==> config.mk <==
export PLATFORM = sky130hd
export DESIGN_NAME = sqrt_csel_add
export DESIGN_NICKNAME = d
export VERILOG_FILES = /design/src/rtl/csa_pkg.sv /design/src/rtl/csa_ripple.sv /design/src/rtl/csa_xs1.sv /design/src/rtl/csa_group.sv /design/src/rtl/sqrt_csel_add.sv
export SDC_FILE = /design/constraint.sdc
export NUM_CORES = 1
export LEC_CHECK = 0
export BUFFER_PORTS_ARGS = -buffer_cell sky130_fd_sc_hd__buf_2
export CAP_MARGIN = 0
export CORE_UTILIZATION = 44
export DETAILED_ROUTE_END_ITERATION = 6
export GPL_TIMING_DRIVEN = 0
export PLACE_DENSITY_LB_ADDON = 0.3
export RECOVER_POWER = 100
export SLEW_MARGIN = 25
export SYNTH_ARGS = -nofsm -noshare
export SYNTH_HDL_FRONTEND = slang
export SYNTH_SLANG_ARGS = --single-unit
==> constraint.sdc <==
create_clock -name vclk -period 6.7
set_input_delay 0 -clock vclk [all_inputs]
set_output_delay 0 -clock vclk [all_outputs]
set_load 0.01 [all_outputs]
==> src/rtl/csa_pkg.sv <==
package csa_pkg;

  localparam int MAX_GROUPS = 32;

  // Nominal width of group g before the final group absorbs the remainder.
  function automatic int seq_width(input int g);
    return (g < 2) ? 2 : g + 1;
  endfunction

  // Actual width of group g for an n-bit adder (0 when group g is absent).
  function automatic int grp_width(input int n, input int g);
    int pos;
    int w;
    pos = 0;
    for (int k = 0; k < MAX_GROUPS; k++) begin
      if (pos >= n) return 0;
      w = seq_width(k);
      if (pos + w + seq_width(k + 1) > n) w = n - pos;
      if (k == g) return w;
      pos = pos + w;
    end
    return 0;
  endfunction

  // Bit index of the least significant bit of group g.
  function automatic int grp_lsb(input int n, input int g);
    int pos;
    pos = 0;
    for (int k = 0; k < g; k++) pos = pos + grp_width(n, k);
    return pos;
  endfunction

  // Number of groups that an n-bit adder is split into.
  function automatic int grp_count(input int n);
    for (int k = 0; k < MAX_GROUPS; k++)
      if (grp_width(n, k) == 0) return k;
    return MAX_GROUPS;
  endfunction

endpackage

==> src/rtl/csa_ripple.sv <==
module csa_ripple #(
  parameter int W = 4
) (
  input  logic [W-1:0] x_i,
  input  logic [W-1:0] y_i,
  input  logic         c_i,
  output logic [W-1:0] s_o,
  output logic         c_o
);

  logic [W:0] chain;

  assign chain[0] = c_i;

  for (genvar i = 0; i < W; i++) begin : g_fa
    logic hp;
    assign hp          = x_i[i] ^ y_i[i];
    assign s_o[i]      = hp ^ chain[i];
    assign chain[i+1]  = (x_i[i] & y_i[i]) | (hp & chain[i]);
  end

  assign c_o = chain[W];

endmodule

==> src/rtl/csa_xs1.sv <==
module csa_xs1 #(
  parameter int W = 5
) (
  input  logic [W-1:0] v_i,
  output logic [W-1:0] v_o
);

  // Running AND of the lower bits: a bit toggles when all bits below it are 1.
  logic [W-1:0] all_low;

  assign all_low[0] = v_i[0];
  assign v_o[0]     = ~v_i[0];

  for (genvar i = 1; i < W; i++) begin : g_inc
    assign all_low[i] = all_low[i-1] & v_i[i];
    assign v_o[i]     = v_i[i] ^ all_low[i-1];
  end

endmodule

==> src/rtl/csa_group.sv <==
module csa_group #(
  parameter int W    = 2,
  parameter bit BASE = 1'b0
) (
  input  logic [W-1:0] a_i,
  input  logic [W-1:0] b_i,
  input  logic         sel_i,
  output logic [W-1:0] s_o,
  output logic         c_o
);

  if (BASE) begin : g_base
    // Bottom group: single ripple adder fed by the true carry-in.
    csa_ripple #(.W(W)) u_rca (
      .x_i(a_i), .y_i(b_i), .c_i(sel_i), .s_o(s_o), .c_o(c_o)
    );
  end else begin : g_sel
    logic [W-1:0] s_zero;
    logic         c_zero;
    logic [W:0]   cand_one;

    csa_ripple #(.W(W)) u_rca (
      .x_i(a_i), .y_i(b_i), .c_i(1'b0), .s_o(s_zero), .c_o(c_zero)
    );

    // The carry-in-of-one candidate is the carry-in-of-zero result plus one.
    csa_xs1 #(.W(W + 1)) u_inc (
      .v_i({c_zero, s_zero}), .v_o(cand_one)
    );

    assign {c_o, s_o} = sel_i ? cand_one : {c_zero, s_zero};
  end

endmodule

==> src/rtl/sqrt_csel_add.sv <==
module sqrt_csel_add #(
  parameter int N = 16
) (
  input  logic [N-1:0] a_i,
  input  logic [N-1:0] b_i,
  input  logic         cin_i,
  output logic [N-1:0] sum_o,
  output logic         cout_o
);

  import csa_pkg::*;

  localparam int NG = grp_count(N);

  logic [NG:0] gcar;

  assign gcar[0] = cin_i;

  for (genvar g = 0; g < NG; g++) begin : g_grp
    localparam int LSB = grp_lsb(N, g);
    localparam int GW  = grp_width(N, g);

    csa_group #(.W(GW), .BASE(g == 0)) u_grp (
      .a_i  (a_i[LSB +: GW]),
      .b_i  (b_i[LSB +: GW]),
      .sel_i(gcar[g]),
      .s_o  (sum_o[LSB +: GW]),
      .c_o  (gcar[g+1])
    );
  end

  assign cout_o = gcar[NG];

endmodule

==> flow_metrics.py <==
metrics = {
    "run_status": {
        "status": "finished, final reports clean",
    },
    "placement": {
        "routabilityCongestion": 0.7683,
        "portBuffers": 50,
        "dp_slack_ns": 3.683,
        "dp_cells": 191,
        "dpl.hpwl_mm": 1.811,
    },
    "synthesis": {
        "syn_area_per_cell_sq_um": 8.747,
        "yosys_warnings": 0,
        "mappedNetlistNets": 173,
        "synth_common_cells": "27 x inv_1, 14 x ha_1, 12 x fa_1",
        "synthDistinctLibCells": 38,
        "yosysMostFrequentCell": "inv_1",
        "post-synth-top-area-fraction": 0.2409,
        "yosys.area.top_type": "fa_1",
        "yosysSeqAreaShare": 0,
        "synthTopCellsByArea": "fa_1 24%, ha_1 18%, inv_1 10%, mux2_2 6.8%, and2_1 3.1%",
        "synthCells": 114,
        "synth_area_sq_um": 997.2,
    },
    "worst_setup_path": {
        "path_class": "primary input to output port",
        "path_max_fanout": 10,
        "cp.required_ns": 6.70,
        "arrival_ns": 3.26,
        "cp_slowest_cell": "a2111oi_0",
        "startpoint_type": "primary input",
        "slowest_delay_ns": 0.59,
        "crit_chain": "buf_2, ha_1, fa_1, inv_1, fa_1, inv_1, fa_1, ha_1, inv_1, a2111oi_0, clkbuf_1, nor3_1, a311oi_1, clkbuf_1",
        "end_kind": "output port",
    },
    "cells_and_area": {
        "final_nets": 225,
        "drive_gt1_frac": 0.2744,
        "ff_latch_area_sq_um": 0,
        "n_antenna_cell": 0,
        "clockBufferCount": 0,
        "nFlopsAndLatches": 0,
        "stdcell_count": 191,
        "area_growth_pct": 25.35,
        "finish.utilization": 0.6121,
    },
    "timing": {
        "tightest_slew_ns": 0.6521,
        "setup_slack_ns": 3.440,
        "fin_crit_ns": 3.260,
        "slew_violations": 0,
        "fin_setup_tns_ns": 0,
        "slew_headroom": 0.5540,
        "finalHoldViolCount": 0,
        "post-route-period-util": 0.4866,
        "fmax_ghz": 0.3067,
        "rsz0062_at_grt": "false",
        "setup_violations": 0,
    },
    "power": {
        "leakage_nw": 0.6439,
        "ir_drop_mv": 0.06916,
        "powerDensity_nw_per_um2": 110.9,
    },
    "global_route": {
        "grt_pass1_wl_mm": 3.795,
        "grt_max_degree": 11,
        "grt_pass1_vias": 985,
        "antenna_found_initial": 0,
        "grt_use_total": 0.1835,
        "overflow": 0,
    },
    "die": {
        "initial_utilization": 0.4884,
        "rows": 16,
        "die_h_um": 49.61,
        "die_w_um": 49.61,
        "core_area_sq_um": 2042,
        "pin_count": 50,
        "die-area_sq_um": 2461,
    },
    "detailed_routing": {
        "ant_nets": 0,
        "routed_wl_mm": 1.993,
        "first_pass_iters": 4,
        "routed_via_density": 5.063,
        "drc": 0,
        "vias": 967,
        "wl_per_cell_um": 10.43,
        "drtIter0Drc": 7,
    },
    "clock_tree": {
        "cts-resized-gates": 0,
        "hold_buffers": 0,
        "cts_setup_buffers": 0,
    },
    "run": {
        "maxCapViolCount": 0,
    },
    "hold_path": {
        "worstHoldPathType": "primary input to output port",
    },
}
## metrics by stage
step           total power [mW]  hold slack, ns  area (sq um)
3_3_place_gp             0.1389          0.3516          1281
5_1_grt                  0.1593          0.4308          1250
4_1_cts                  0.1466          0.3772          1281
6_report                 0.1387          0.3918          1250
3_5_place_dp             0.1461          0.3748          1281
2_1_floorplan           0.09823          0.1885         997.2
## critical path, delay by kind of cell
family	cells	cell delay, ns
buf+inv	6	0.87
fa+ha+maj	5	1.44
compound gates	2	0.85
simple gates	1	0.11
## layout by cell type, fill, tap and decap left out, drive strengths merged, types with 3 or more instances in the layout
master	instances
inv	27
fa	12
clkbuf	18
nand2	4
nor2	3
or4b	3
xor2	3
nand3b	3
o22ai	3
mux2	6
ha	14
and2	5
buf	37
## layer usage
metal  vias up  global-route usage  share of wire
li1        492                   -              -
met1       451              0.2121           0.42
met3         0            0.006173          0.045
met5         -                   0              0
met2        24              0.3829           0.53
met4         0                   0              0
## worst paths after layout
check / endpoint / from / slack, ns / depth (start not counted)
max: cout_o / a_i[7] / 3.44 / 14
min: sum_o[1] / b_i[1] / 0.39 / 3
## final cells by class
cell class	count	area, sq um
fillers	189	792.0
plain buffers	5	18.77
repair buffers	50	234.0
multi-input cells	82	862.1
inverters	27	101.3
well taps	27	33.78
## logic make-up after synthesis
kind of cell | synth area share
AOI/OAI and AO/OA | 0.1380
xor gates and xnor gates | 0.05897
adders and majority gates | 0.4166
buffers and inverters | 0.1292
muxes | 0.06775
and+or+nand+nor | 0.1895
## power by group
group	internal, mW	switching [mW]
Combinational	0.0675	0.0712
Sequential	0	0
Clock	0	0
Total	0.0675	0.0712
(Power assumes the default switching activity.)
